<file path="src/rtl/stk_pkg.sv">
// Shared types and constants for the call/interrupt stack controller.
// Assumes a frame of four bytes and an 8-bit stack pointer.
package stk_pkg;
    typedef enum logic [1:0] {
        ST_IDLE = 2'd0,
        ST_PUSH = 2'd1,
        ST_POP  = 2'd2
    } stk_state_e;

    localparam int SP_W        = 8;
    localparam int FRAME_BYTES = 4;
    localparam int IDX_W       = $clog2(FRAME_BYTES);
endpackage

</file>
<file path="src/rtl/stk_sequencer.sv">
// Frame sequencer: accepts a push or pop request from idle and steps a byte
// index over FRAME_BYTES cycles. Assumes requests during a transfer are
// ignored and that push has priority over pop.
module stk_sequencer
    import stk_pkg::*;
(
    input  logic             clk,
    input  logic             rst_n,
    input  logic             push_req,
    input  logic             pop_req,
    output stk_state_e       state,
    output logic [IDX_W-1:0] idx,
    output logic             push_done,
    output logic             pop_done
);
    localparam logic [IDX_W-1:0] LAST_IDX = IDX_W'(FRAME_BYTES - 1);

    // State and byte index register
    always_ff @(posedge clk) begin
        if (!rst_n) begin
            state <= ST_IDLE;
            idx   <= '0;
        end else begin
            case (state)
                ST_IDLE: begin
                    idx <= '0;
                    if (push_req)     state <= ST_PUSH;
                    else if (pop_req) state <= ST_POP;
                end
                default: begin
                    if (idx == LAST_IDX) begin
                        state <= ST_IDLE;
                        idx   <= '0;
                    end else begin
                        idx <= idx + 1'b1;
                    end
                end
            endcase
        end
    end

    // Completion strobes for the last byte of each frame type
    always_comb begin
        push_done = (state == ST_PUSH) && (idx == LAST_IDX);
        pop_done  = (state == ST_POP)  && (idx == LAST_IDX);
    end

    AST_TRANSFER_NOT_INTERRUPTED: assert property (@(posedge clk) disable iff (!rst_n)
        (state != ST_IDLE && idx != LAST_IDX) |=> (state == $past(state)));
    AST_TRANSFER_ENDS_IDLE: assert property (@(posedge clk) disable iff (!rst_n)
        (push_done || pop_done) |=> (state == ST_IDLE));
endmodule

</file>
<file path="src/rtl/stk_pointer.sv">
// Stack pointer register: software loads (bit 0 forced to zero) while idle,
// frame completion moves it by FRAME_BYTES. Writes during a transfer are
// refused and flagged one cycle later. Assumes wrap modulo 256.
module stk_pointer
    import stk_pkg::*;
#(
    parameter logic [SP_W-1:0] SP_RST = 8'h00
) (
    input  logic            clk,
    input  logic            rst_n,
    input  logic            busy,
    input  logic            wr_en,
    input  logic [SP_W-1:0] wr_data,
    input  logic            push_done,
    input  logic            pop_done,
    output logic [SP_W-1:0] sp,
    output logic            wr_err
);
    localparam logic [SP_W-1:0] FRAME_STEP = SP_W'(FRAME_BYTES);

    // Pointer update and refused-write flag
    always_ff @(posedge clk) begin
        if (!rst_n) begin
            sp     <= SP_RST;
            wr_err <= 1'b0;
        end else begin
            wr_err <= wr_en && busy;
            if (wr_en && !busy)  sp <= {wr_data[SP_W-1:1], 1'b0};
            else if (push_done)  sp <= sp - FRAME_STEP;
            else if (pop_done)   sp <= sp + FRAME_STEP;
        end
    end

    AST_SP_EVEN: assert property (@(posedge clk) disable iff (!rst_n)
        sp[0] == 1'b0);
    AST_PUSH_STEP: assert property (@(posedge clk) disable iff (!rst_n)
        push_done |=> (sp == $past(sp) - FRAME_STEP));
    AST_POP_STEP: assert property (@(posedge clk) disable iff (!rst_n)
        pop_done |=> (sp == $past(sp) + FRAME_STEP));
    AST_BUSY_WRITE_FLAGGED: assert property (@(posedge clk) disable iff (!rst_n)
        (busy && wr_en) |=> wr_err);
    AST_ERR_NEEDS_CAUSE: assert property (@(posedge clk) disable iff (!rst_n)
        wr_err |-> $past(busy && wr_en));
endmodule

</file>
<file path="src/rtl/stk_frame.sv">
// Frame datapath: latches the context on push acceptance, selects the byte
// and address for each push cycle, and collects bytes during a pop. Assumes
// a RAM with combinational read data and PC_W of at most 16.
module stk_frame
    import stk_pkg::*;
#(
    parameter int PC_W = 12
) (
    input  logic             clk,
    input  logic             rst_n,
    input  stk_state_e       state,
    input  logic [IDX_W-1:0] idx,
    input  logic             accept_push,
    input  logic             pop_done,
    input  logic [SP_W-1:0]  sp,
    input  logic [PC_W-1:0]  pc_in,
    input  logic [7:0]       psw_in,
    input  logic [7:0]       ram_rdata,
    output logic [SP_W-1:0]  addr_lo,
    output logic             ram_we,
    output logic [7:0]       ram_wdata,
    output logic             ret_valid,
    output logic [PC_W-1:0]  pc_out,
    output logic [7:0]       psw_out
);
    localparam logic [7:0] PAD_BYTE = 8'h00;

    logic [PC_W-1:0] pc_q;
    logic [7:0]      psw_q;
    logic [15:0]     pc_ext;
    logic [7:0]      got_psw, got_pcl, got_pch;
    logic [15:0]     pc_rest;

    // Latch the context when a push is accepted
    always_ff @(posedge clk) begin
        if (!rst_n) begin
            pc_q  <= '0;
            psw_q <= '0;
        end else if (accept_push) begin
            pc_q  <= pc_in;
            psw_q <= psw_in;
        end
    end

    assign pc_ext = 16'(pc_q);

    // Address and write byte for the current frame cycle
    always_comb begin
        ram_we    = 1'b0;
        ram_wdata = PAD_BYTE;
        addr_lo   = sp + SP_W'(idx);
        if (state == ST_PUSH) begin
            ram_we  = 1'b1;
            addr_lo = sp - SP_W'(idx) - 8'd1;
            case (idx)
                2'd0:    ram_wdata = pc_ext[15:8];
                2'd1:    ram_wdata = pc_ext[7:0];
                2'd2:    ram_wdata = psw_q;
                default: ram_wdata = PAD_BYTE;
            endcase
        end
    end

    // Collect restored bytes and raise the valid strobe after the last one
    always_ff @(posedge clk) begin
        if (!rst_n) begin
            got_psw   <= '0;
            got_pcl   <= '0;
            got_pch   <= '0;
            ret_valid <= 1'b0;
        end else begin
            ret_valid <= pop_done;
            if (state == ST_POP) begin
                case (idx)
                    2'd1:    got_psw <= ram_rdata;
                    2'd2:    got_pcl <= ram_rdata;
                    2'd3:    got_pch <= ram_rdata;
                    default: ;
                endcase
            end
        end
    end

    assign pc_rest = {got_pch, got_pcl};
    assign pc_out  = pc_rest[PC_W-1:0];
    assign psw_out = got_psw;

    AST_POP_NO_WRITE: assert property (@(posedge clk) disable iff (!rst_n)
        (state == ST_POP) |-> !ram_we);
    AST_RET_AFTER_POP: assert property (@(posedge clk) disable iff (!rst_n)
        ret_valid |-> ($past(state) == ST_POP));
    AST_RET_ONE_CYCLE: assert property (@(posedge clk) disable iff (!rst_n)
        ret_valid |=> !ret_valid);
endmodule

</file>
<file path="src/rtl/call_stack_ctrl.sv">
// Call/interrupt stack controller top: ties the sequencer, the pointer and
// the frame datapath together and maps stack locations into bank 0.
// Assumes ADDR_W > 8 and a byte-wide RAM with combinational read.
module call_stack_ctrl
    import stk_pkg::*;
#(
    parameter int          PC_W   = 12,
    parameter int          ADDR_W = 12,
    parameter logic [7:0]  SP_RST = 8'h00
) (
    input  logic              clk,
    input  logic              rst_n,
    input  logic              push_req,
    input  logic              pop_req,
    input  logic [PC_W-1:0]   pc_in,
    input  logic [7:0]        psw_in,
    input  logic              sp_wr_en,
    input  logic [7:0]        sp_wr_data,
    output logic [7:0]        sp_rd,
    output logic              sp_wr_err,
    output logic              busy,
    output logic [ADDR_W-1:0] ram_addr,
    output logic              ram_we,
    output logic [7:0]        ram_wdata,
    input  logic [7:0]        ram_rdata,
    output logic              ret_valid,
    output logic [PC_W-1:0]   pc_out,
    output logic [7:0]        psw_out
);
    stk_state_e       state;
    logic [IDX_W-1:0] idx;
    logic             push_done, pop_done, accept_push;
    logic [SP_W-1:0]  sp, addr_lo;

    stk_sequencer u_seq (
        .clk(clk), .rst_n(rst_n), .push_req(push_req), .pop_req(pop_req),
        .state(state), .idx(idx), .push_done(push_done), .pop_done(pop_done)
    );

    // Transfer status and push acceptance
    always_comb begin
        busy        = (state != ST_IDLE);
        accept_push = (state == ST_IDLE) && push_req;
    end

    stk_pointer #(.SP_RST(SP_RST)) u_ptr (
        .clk(clk), .rst_n(rst_n), .busy(busy), .wr_en(sp_wr_en),
        .wr_data(sp_wr_data), .push_done(push_done), .pop_done(pop_done),
        .sp(sp), .wr_err(sp_wr_err)
    );

    stk_frame #(.PC_W(PC_W)) u_frame (
        .clk(clk), .rst_n(rst_n), .state(state), .idx(idx),
        .accept_push(accept_push), .pop_done(pop_done), .sp(sp),
        .pc_in(pc_in), .psw_in(psw_in), .ram_rdata(ram_rdata),
        .addr_lo(addr_lo), .ram_we(ram_we), .ram_wdata(ram_wdata),
        .ret_valid(ret_valid), .pc_out(pc_out), .psw_out(psw_out)
    );

    assign sp_rd    = sp;
    assign ram_addr = ADDR_W'(addr_lo);

    AST_RAM_BANK0: assert property (@(posedge clk) disable iff (!rst_n)
        busy |-> (ram_addr[ADDR_W-1:8] == '0));
    AST_WE_ONLY_BUSY: assert property (@(posedge clk) disable iff (!rst_n)
        ram_we |-> busy);
endmodule

</file>
<file path="config.mk">
export PLATFORM = sky130hd
export DESIGN_NAME = call_stack_ctrl
export DESIGN_NICKNAME = d
export VERILOG_FILES = /design/src/rtl/stk_pkg.sv /design/src/rtl/stk_sequencer.sv /design/src/rtl/stk_pointer.sv /design/src/rtl/stk_frame.sv /design/src/rtl/call_stack_ctrl.sv
export SDC_FILE = /design/constraint.sdc
export NUM_CORES = 1
export LEC_CHECK = 0
export ABC_AREA = 1
export BUFFER_PORTS_ARGS = -buffer_cell sky130_fd_sc_hd__buf_2
export CELL_PAD_IN_SITES_DETAIL_PLACEMENT = 1
export CELL_PAD_IN_SITES_GLOBAL_PLACEMENT = 1
export CORE_MARGIN = 4
export CORE_UTILIZATION = 35
export CTS_BUF_LIST = sky130_fd_sc_hd__clkbuf_16
export DETAILED_ROUTE_END_ITERATION = 7
export PLACE_DENSITY_LB_ADDON = 0.2
export SYNTH_ARGS = -nofsm -noshare
export SYNTH_HDL_FRONTEND = slang
export SYNTH_SLANG_ARGS = --single-unit
</file>
<file path="constraint.sdc">
create_clock -name clk -period 2.7 [get_ports clk]
set_clock_uncertainty 0.2 [all_clocks]
set_input_delay 0.27 -clock clk [delete_from_list [all_inputs] [get_ports clk]]
set_output_delay 0.27 -clock clk [all_outputs]
set_load 0.02 [all_outputs]
</file>
==> results.sh, run 1 <==
export IMPL_die_h_um=96.2
export IMPL_arrival_ns=1.99
export IMPL_violations="negative hold slack"
export IMPL_p_leak_nw=1.69
export IMPL_port_buffers=86
export IMPL_synth_area_sq_um=2720
export IMPL_synth_xor_area_share_pct=2.58
export IMPL_die_x_um=96.2
export IMPL_cts_buffers=5
export IMPL_synth_adder_area_share_pct=4.60
export IMPL_min_period_over_period_pct=91.1
export IMPL_synth_compound_area_share_pct=17.2
export IMPL_gp_congestion=0.830
export IMPL_drt_pass1_iterations=4
export IMPL_hold_slack_ns=-0.00159
export IMPL_worst_pin_slew_ns=0.686
export IMPL_yosys_top_cells_count="nand2_1 (60), dfxtp_1 (53), nor2_1 (52)"
export IMPL_worstPathCellList="nand2_2 > inv_2 > nand4_1 > o22ai_1 > xor2_1 > buf_2"
export IMPL_clk_latency_ns=0.29
export IMPL_timing_critical_path_buf_inv=2
export IMPL_status="finished, violations left"
export IMPL_synthSimpleGateAreaFrac_pct=24.4
export IMPL_clkTransAtPathRegs_ns=0.07
export IMPL_cpLargestDelayFamily="flip-flops"
export IMPL_cap_violations=0
export IMPL_crit_type="reg -> out"
export IMPL_drive_gt1_share_pct=24.9
export IMPL_grt_pass1_wl_mm=12.7
export IMPL_final_hold_viol_count=1
export IMPL_antenna_found_initial=0
export IMPL_synth_top_family_by_area="simple AND/OR/NAND/NOR gates"
export IMPL_pin_count=93
export IMPL_slowest_delay_ns=0.60
export IMPL_area_growth_pct=25.2
export IMPL_cts_sinks=53
export IMPL_synth_seq_cells=53
export IMPL_layout_min_cycle_time_ns=2.46
export IMPL_synthMuxAreaShare_pct=0
export IMPL_vias=2680
export IMPL_antennaDiodeCount=0
export IMPL_cts_hold_buffers_added=0
export IMPL_post_cts_repair_setup_buffers=0
export IMPL_end_kind="primary output"
export IMPL_grt_max_degree=42
export IMPL_synth_warnings=0
export IMPL_synth_cells=383
export IMPL_finalWorstSetupSlack_ns=0.242
export IMPL_pre_cts_slack_ns=0.445
export IMPL_final_nets=515
export IMPL_async_reset_ff_share_pct=0
export IMPL_synth_most_common_cell="nand2_1"
export IMPL_p_total_mw=2.08
export IMPL_maxSlewHeadroom_pct=54.2
export IMPL_htree_levels=2
export IMPL_hold_class="in -> reg"
export IMPL_slew_viol_final=0
export IMPL_cts_root_buf="clkbuf_16"
export IMPL_grt_ovfl_total=0
export IMPL_dp_hpwl_mm=5.75
export IMPL_synth_distinct_cells=32
export IMPL_max_clock_path_buffers=2
export IMPL_synth_area_leaders="dfxtp_1 (39%), o21ai_0 (9.2%), nand2_1 (8.3%)"
export IMPL_slowest_stage="dfxtp_1"
export IMPL_vias_per_cell=4.75
export IMPL_drc=0
export IMPL_yosys_area_top_type_share_pct=39.0
export IMPL_routedWlPerCell_um=13.8
export IMPL_core_area_sq_um=7410
export IMPL_critPathMaxFanout=9
export IMPL_tns_ns=0
export IMPL_drt_iter0_markers=75
export IMPL_design_die_area_sq_um=9250
export IMPL_synthFlopType="dfxtp_1"
export IMPL_yosysSeqAreaShare_pct=39.0
export IMPL_rsz0062_at_grt="no"
export IMPL_powerDensity_nw_per_um2=610
export IMPL_drtAntennaViolNets=0
export IMPL_cp_start_kind="flip-flop"
export IMPL_finalSetupViolations=0
export IMPL_cts_tree="done"
export IMPL_grt_pass1_vias=2705
export IMPL_cts_resized=0
export IMPL_track_usage_pct=17.3
export IMPL_synth_edf_count=0
export IMPL_row_count=31
export IMPL_initial_utilization_pct=36.7
export IMPL_yosys_area_top_type="dfxtp_1"
export IMPL_routed_wl_mm=7.76
export IMPL_cp_required_ns=2.23
export IMPL_fmax_ghz=0.407
export IMPL_syn_area_per_cell_sq_um=7.10
export IMPL_peakVddDrop_v=0.000316
==> worst register-to-register path: stages (launching register included) <==
cell	delay, ns
dfxtp_1	0.42
ha_1	0.37
nand3_4	0.17
nand2_1	0.13
nand2_1	0.08
inv_1	0.06
ha_1	0.13
inv_1	0.06
a21oi_2	0.14
nand2_1	0.09
nand2_1	0.07
nand2_1	0.05
nand3_1	0.06
nand2_1	0.05
a21oi_1	0.11
==> kinds of logic after synthesis <==
| kind of cell | after synthesis |
|---|---|
| and+or+nand+nor | 148 |
| other | 1 |
| xor gates and xnor gates | 8 |
| adders and majority gates | 10 |
| DFF | 53 |
| AOI/OAI and AO/OA | 88 |
| buffers and inverters | 75 |
==> routing by layer <==
metal,GRT usage [%],share of wire [%]
met5,0,0
met4,4.27,1.1
met3,3.67,5.5
met2,30.1,48
met1,21.6,46
==> stage by stage <==
step	util, %	instances	hold WS (ns)	area, sq um
after CTS	46.0	564	0.000417	3410
after global placement	43.4	556	0.230	3210
after floorplan	-	387	0.205	2740
final	46.0	564	-0.00159	3410
after global routing	46.0	564	0.00754	3410
after detailed placement	43.4	556	0.234	3210
==> final cells by class <==
type	count	area, sq um
multi-input combinational	259	1350
inverter	53	204
timing repair buffer	92	475
clock buffer	5	125
fill	984	4000
clock inverter	3	68.8
sequential	53	1060
tap	99	124
==> path summary, 6_finish.rpt <==
path | from | to | slack, ns | cells after the start
setup / recovery | u_seq.state[0]$_SDFFE_PN0P_ | ram_addr[6] | 0.24 | 6
hold / removal | pc_in[9] | u_frame.pc_q[9]$_SDFFE_PN0P_ | -0.002 | 3
setup reg to reg | u_seq.idx[0]$_SDFF_PP0_ | u_ptr.sp[6]$_SDFFE_PN0N_ | 0.44 | 14
hold reg to reg | u_frame.psw_out[2]$_SDFFE_PN0P_ | u_frame.psw_out[2]$_SDFFE_PN0P_ | 0.24 | 2
==> where the power goes <==
part / internal, mW / switching (mW) / leakage (nW)
Combinational: 0.128 / 0.243 / 1.16
Sequential: 0.828 / 0.0447 / 0.434
Clock: 0.535 / 0.301 / 0.0944
==> cells in the final DEF, fill, tap and decap left out, types with 3 or more instances in the layout <==
cell type  instances
clkbuf_16          5
a21oi_1           28
dfxtp_1           53
ha_1              10
nand2_2            3
o21ai_0           50
a31oi_1            4
nand2_1           60
buf_4              6
buf_2             86
nand3_1           17
inv_1             48
xor2_1             7
nand4_1            6
nor2_1            52
conb_1             5
==> registers in the layout, summed over array words and instances, names as in the netlist, 2 cells and up <==
register / count
u_seq.idx: 2
u_seq.state: 2
u_ptr.sp: 7
u_frame.pc_q: 12
u_frame.psw_out: 8
u_frame.got_pch: 4
u_frame.got_pcl: 8
u_frame.psw_q: 8
Power figures use the tool's default switching activity.
==> run 2: changes to the inputs <==
--- a/config.mk
+++ b/config.mk
@@ -9,7 +9,6 @@
 export BUFFER_PORTS_ARGS = -buffer_cell sky130_fd_sc_hd__buf_2
 export CELL_PAD_IN_SITES_DETAIL_PLACEMENT = 1
 export CELL_PAD_IN_SITES_GLOBAL_PLACEMENT = 1
-export CORE_MARGIN = 4
 export CORE_UTILIZATION = 35
 export CTS_BUF_LIST = sky130_fd_sc_hd__clkbuf_16
 export DETAILED_ROUTE_END_ITERATION = 7
==> results.sh, run 2 (synthesis results as in run 1) <==
export IMPL_clk_latency_ns=0.29
export IMPL_min_period_over_period_pct=90.8
export IMPL_gp_congestion=0.802
export IMPL_status="finished clean"
export IMPL_layout_common_cells="buf_2 (86), nand2_1 (60), dfxtp_1 (53)"
export IMPL_critPathMaxFanout=9
export IMPL_pin_count=93
export IMPL_max_clock_path_buffers=2
export IMPL_cp_required_ns=2.23
export IMPL_design_die_area_sq_um=8130
export IMPL_htree_levels=2
export IMPL_core_area_sq_um=7370
export IMPL_hold_slack_ns=0.00320
export IMPL_worst_pin_slew_ns=0.676
export IMPL_tns_ns=0
export IMPL_drtAntennaViolNets=0
export IMPL_cts_hold_buffers_added=0
export IMPL_rsz0062_at_grt="no"
export IMPL_maxSlewHeadroom_pct=54.9
export IMPL_end_kind="primary output"
export IMPL_initial_utilization_pct=36.9
export IMPL_drc=0
export IMPL_slowest_stage="dfxtp_1"
export IMPL_vias=2698
export IMPL_cap_violations=0
export IMPL_antenna_found_initial=0
export IMPL_grt_pass1_vias=2672
export IMPL_p_leak_nw=1.67
export IMPL_final_hold_viol_count=0
export IMPL_final_nets=513
export IMPL_grt_ovfl_total=0
export IMPL_arrival_ns=1.98
export IMPL_vias_per_cell=4.80
export IMPL_area_growth_pct=23.8
export IMPL_layout_min_cycle_time_ns=2.45
export IMPL_hold_class="in -> reg"
export IMPL_endpoint="ram_addr[6]"
export IMPL_rr_endpoint="u_ptr.sp[6]$_SDFFE_PN0N_"
export IMPL_worstSetupStartpoint="u_seq.state[0]$_SDFFE_PN0P_"
export IMPL_slew_viol_final=0
export IMPL_crit_type="reg -> out"
export IMPL_hp_start="pc_in[8]"
export IMPL_row_count=31
export IMPL_die_x_um=90.2
export IMPL_largest_reg_flops=12
export IMPL_cts_root_buf="clkbuf_16"
export IMPL_finalSetupViolations=0
export IMPL_peakVddDrop_v=0.000328
export IMPL_slowest_delay_ns=0.60
export IMPL_routedWlPerCell_um=13.5
export IMPL_powerDensity_nw_per_um2=586
export IMPL_antennaDiodeCount=0
export IMPL_track_usage_pct=19.1
export IMPL_cts_resized=0
export IMPL_cts_tree="done"
export IMPL_routed_wl_mm=7.56
export IMPL_post_cts_repair_setup_buffers=0
export IMPL_r2r_start="u_seq.idx[1]$_SDFF_PP0_"
export IMPL_cp_start_kind="flip-flop"
export IMPL_dp_hpwl_mm=5.55
export IMPL_die_h_um=90.2
export IMPL_fmax_ghz=0.408
export IMPL_regMostFlops="u_frame.pc_q"
export IMPL_clkTransAtPathRegs_ns=0.07
export IMPL_grt_pass1_wl_mm=12.8
export IMPL_ff2ff_setup_slack_ns=0.35
export IMPL_worst_r2r_path_depth=14
export IMPL_drive_gt1_share_pct=24.6
export IMPL_cts_buffers=5
export IMPL_final_common_cell="buf_2"
export IMPL_drt_pass1_iterations=4
export IMPL_port_buffers=86
export IMPL_grt_max_degree=25
export IMPL_drt_iter0_markers=80
export IMPL_cts_sinks=53
export IMPL_worstPathCellList="nand2_2 > inv_2 > nand4_1 > o22ai_1 > xor2_1 > buf_2"
run 2: cell types whose count changed in the layout (fill, tap and decap cells not counted), sizes merged:
cell,previous run,this run
buf,92,90
bufinv,2,1
clkinv,1,2
clkinvlp,0,1
inv,53,52
run 2: cell type report:
class | count | area [sq um]
multi-input combinational | 259 | 1350
tap | 99 | 124
sequential | 53 | 1060
inverter | 53 | 204
clock inverter | 3 | 46.3
fill | 981 | 4000
clock buffer | 5 | 125
timing repair buffer | 90 | 460
run 2: how the worst min path moves through the flow:
stage / depth (start not counted) / end
final: 3 / u_frame.pc_q[8]$_SDFFE_PN0P_
after global routing: 3 / u_frame.pc_q[6]$_SDFFE_PN0P_
after CTS: 3 / u_frame.pc_q[3]$_SDFFE_PN0P_
after detailed placement: 2 / u_frame.got_pcl[6]$_SDFFE_PN0P_
after global placement: 2 / u_frame.psw_out[6]$_SDFFE_PN0P_
after floorplan: 2 / u_frame.pc_q[0]$_SDFFE_PN0P_
run 2: power by group:
| part | total [mW] | switching [mW] | internal (mW) |
|---|---|---|---|
| registers | 0.872 | 0.0443 | 0.828 |
| clock network | 0.732 | 0.292 | 0.439 |
| logic | 0.369 | 0.242 | 0.126 |
| total | 1.97 | 0.579 | 1.39 |
run 2: through the flow:
step	setup WS, ns	cell area, sq um	instances	util, %	power [mW]
after floorplan	0.651	2740	387	-	1.14
after global placement	0.424	3200	554	43.4	1.25
after detailed placement	0.328	3200	554	43.4	1.26
after CTS	0.229	3370	562	45.7	2.00
after global routing	0.0520	3370	562	45.7	2.08
final	0.248	3370	562	45.7	1.97
run 2: layer usage:
| metal | up-vias | track usage (%) | part of all wire (%) |
|---|---|---|---|
| met5 | - | 0 | 0 |
| li1 | 1381 | - | - |
| met2 | 57 | 32.3 | 47 |
| met1 | 1256 | 24.2 | 46 |
| met4 | 0 | 4.70 | 1.0 |
| met3 | 4 | 4.91 | 5.2 |
run 2: critical path: cells and delay by family, from the launching register on:
family / cells / cell delay, ns
DFF: 1 / 0.60
and+or+nand+nor: 2 / 0.39
buffers and inverters: 2 / 0.37
AOI/OAI and AO/OA: 1 / 0.19
xor gates and xnor gates: 1 / 0.16
==> run 3: changes to the inputs <==
--- a/config.mk
+++ b/config.mk
@@ -5,13 +5,14 @@
 export SDC_FILE = /design/constraint.sdc
 export NUM_CORES = 1
 export LEC_CHECK = 0
-export ABC_AREA = 1
+export ABC_AREA = 0
 export BUFFER_PORTS_ARGS = -buffer_cell sky130_fd_sc_hd__buf_2
 export CELL_PAD_IN_SITES_DETAIL_PLACEMENT = 1
 export CELL_PAD_IN_SITES_GLOBAL_PLACEMENT = 1
-export CORE_UTILIZATION = 35
+export CORE_UTILIZATION = 36
 export CTS_BUF_LIST = sky130_fd_sc_hd__clkbuf_16
 export DETAILED_ROUTE_END_ITERATION = 7
+export GPL_TIMING_DRIVEN = 0
 export PLACE_DENSITY_LB_ADDON = 0.2
 export SYNTH_ARGS = -nofsm -noshare
 export SYNTH_HDL_FRONTEND = slang
==> results.sh, run 3 <==
export IMPL_yosysSeqAreaShare_pct=39.0
export IMPL_yosys_top_cells_count="nand2_1 (80), dfxtp_1 (53), a21boi_0 (37)"
export IMPL_slew_viol_final=0
export IMPL_port_buffers=85
export IMPL_cts_root_buf="clkbuf_16"
export IMPL_critPathMaxFanout=10
export IMPL_clkTransAtPathRegs_ns=0.07
export IMPL_min_period_over_period_pct=95.1
export IMPL_drtAntennaViolNets=0
export IMPL_maxSlewHeadroom_pct=63.9
export IMPL_grt_pass1_wl_mm=12.2
export IMPL_vias=2647
export IMPL_gp_congestion=0.832
export IMPL_synth_most_common_cell="nand2_1"
export IMPL_final_common_cell="buf_2"
export IMPL_finalWorstSetupSlack_ns=0.131
export IMPL_p_leak_nw=1.50
export IMPL_synth_seq_cells=53
export IMPL_peakVddDrop_v=0.000373
export IMPL_dp_hpwl_mm=5.95
export IMPL_status="finished clean"
export IMPL_final_nets=484
export IMPL_regMostFlops="u_frame.pc_q"
export IMPL_slowest_stage="dfxtp_1"
export IMPL_clk_latency_ns=0.29
export IMPL_drt_iter0_markers=113
export IMPL_fmax_ghz=0.389
export IMPL_synth_area_sq_um=2720
export IMPL_post_cts_repair_setup_buffers=0
export IMPL_final_hold_viol_count=0
export IMPL_final_cell_area_sq_um=3430
export IMPL_design_die_area_sq_um=7900
export IMPL_slowest_delay_ns=0.41
export IMPL_die_x_um=88.9
export IMPL_cp_required_ns=2.23
export IMPL_powerDensity_nw_per_um2=555
export IMPL_cap_violations=0
export IMPL_drive_gt1_share_pct=27.0
export IMPL_syn_area_per_cell_sq_um=8.06
export IMPL_min_path_cells=2
export IMPL_pin_count=93
export IMPL_cts_hold_buffers_added=0
export IMPL_finalSetupViolations=0
export IMPL_crit_type="reg -> out"
export IMPL_yosys_area_top_type_share_pct=39.0
export IMPL_vias_per_cell=4.97
export IMPL_p_total_mw=1.90
export IMPL_grt_ovfl_total=0
export IMPL_track_usage_pct=20.6
export IMPL_initial_utilization_pct=37.3
export IMPL_synth_cells=337
export IMPL_synth_edf_count=0
export IMPL_hold_class="in -> reg"
export IMPL_synthFlopType="dfxtp_1"
export IMPL_end_kind="primary output"
export IMPL_hold_slack_ns=0.0138
export IMPL_cts_buffers=5
export IMPL_cts_tree="done"
export IMPL_post_route_util_pct=47.0
export IMPL_worst_r2r_path_depth=8
export IMPL_layout_min_cycle_time_ns=2.57
export IMPL_drc=0
export IMPL_async_reset_ff_share_pct=0
export IMPL_antenna_found_initial=0
export IMPL_synth_warnings=0
export IMPL_drt_pass1_iterations=4
export IMPL_core_area_sq_um=7290
export IMPL_layout_common_cells="buf_2 (93), nand2_1 (80), dfxtp_1 (53)"
export IMPL_yosys_area_top_type="dfxtp_1"
export IMPL_row_count=31
export IMPL_worst_pin_slew_ns=0.542
export IMPL_area_growth_pct=26.2
export IMPL_dp_cells=525
export IMPL_place_area_sq_um=3280
export IMPL_synth_distinct_cells=50
export IMPL_htree_levels=2
export IMPL_tns_ns=0
export IMPL_nFillCells=959
export IMPL_max_clock_path_buffers=2
export IMPL_rsz0062_at_grt="no"
export IMPL_antennaDiodeCount=0
export IMPL_grt_max_degree=17
export IMPL_grt_pass1_vias=2519
export IMPL_synth_area_leaders="dfxtp_1 (39%), nand2_1 (11%), a21boi_0 (10%)"
export IMPL_cp_start_kind="flip-flop"
export IMPL_finalNonFillerCells=533
export IMPL_pre_cts_slack_ns=0.257
export IMPL_worstPathCellList="inv_1 > ha_1 > clkbuf_1 > clkbuf_2 > a222oi_1 > nor2_1 > buf_2"
export IMPL_largest_reg_flops=12
export IMPL_die_h_um=88.9
export IMPL_cts_sinks=53
export IMPL_routed_wl_mm=7.79
export IMPL_arrival_ns=2.10
export IMPL_routedWlPerCell_um=14.6
[run 3: changes by cell type after synthesis, sizes merged, moves of 6 or more]
| cell | delta |
|---|---|
| xnor2 | +6 |
| nor2 | -38 |
| o21ai | -44 |
| a21boi | +40 |
| nand2 | +17 |
| a21oi | -26 |
| inv | -41 |
| buf | +7 |
| nand4 | -6 |
[run 3: logic make-up (layout without fill, tap and decap cells)]
family                   after synthesis  count (layout)  share of synthesized area [%]
other                                  1               5                          0.138
multiplexers                           2               2                          0.737
flip-flops                            53              53                           39.0
buffers and inverters                 41             134                           7.50
AO/OA/AOI/OAI                         70              70                           19.2
AND/OR/NAND/NOR                      150             150                           25.6
adder cells (fa/ha/maj)               10              10                           4.60
XOR/XNOR                              10              10                           3.22
[run 3: layout make-up]
type                    count  area, sq um  share of cell area, %
plain buffers              30          163                   4.74
clock buffers               5          125                   3.65
clock inverters             3         18.8                  0.547
inverters                  11         43.8                   1.28
multi-input cells         247         1470                   42.8
flip-flops and latches     53         1060                   30.9
well taps                  99          124                   3.61
repair buffers             85          425                   12.4
[run 3: power by group]
group	internal [mW]	leakage, nW	switching, mW
sequential	0.819	0.432	0.0280
combinational	0.156	0.998	0.257
clock	0.341	0.0672	0.302
total	1.32	1.50	0.587
[run 3: path summary, 6_finish.rpt]
| kind | startpoint | end | slack (ns) |
|---|---|---|---|
| setup reg to reg | u_seq.idx[1]$_SDFF_PP0_ | u_ptr.sp[6]$_SDFFE_PN0N_ | 0.24 |
| setup / recovery | u_seq.idx[0]$_SDFF_PP0_ | ram_wdata[3] | 0.13 |
| hold reg to reg | u_frame.psw_out[2]$_SDFFE_PN0P_ | u_frame.psw_out[2]$_SDFFE_PN0P_ | 0.26 |
| hold / removal | sp_wr_data[6] | u_ptr.sp[6]$_SDFFE_PN0N_ | 0.01 |
[run 3: layer usage]
metal | vias to the layer above | part of all wire (%) | track usage, % | routed length [um]
met5 | - | 0 | 0 | 0
met4 | 0 | 0.54 | 4.11 | 42
met3 | 5 | 3.8 | 3.64 | 293
met2 | 67 | 47 | 34.4 | 3650
met1 | 1247 | 49 | 27.9 | 3810
li1 | 1328 | - | - | -
[run 3: worst max-delay path: cells and delay by family (launching register included)]
family                     cells  cell delay (ns)
AOI/OAI and AO/OA              1             0.30
adders and majority gates      1             0.22
buffers and inverters          4             0.79
DFF                            1             0.41
and+or+nand+nor                1             0.09
[run 3: timing repair]
action,CTS,global route
gates resized for setup,2,0
endpoints found under the hold margin,0,0
setup endpoints to repair,5,0
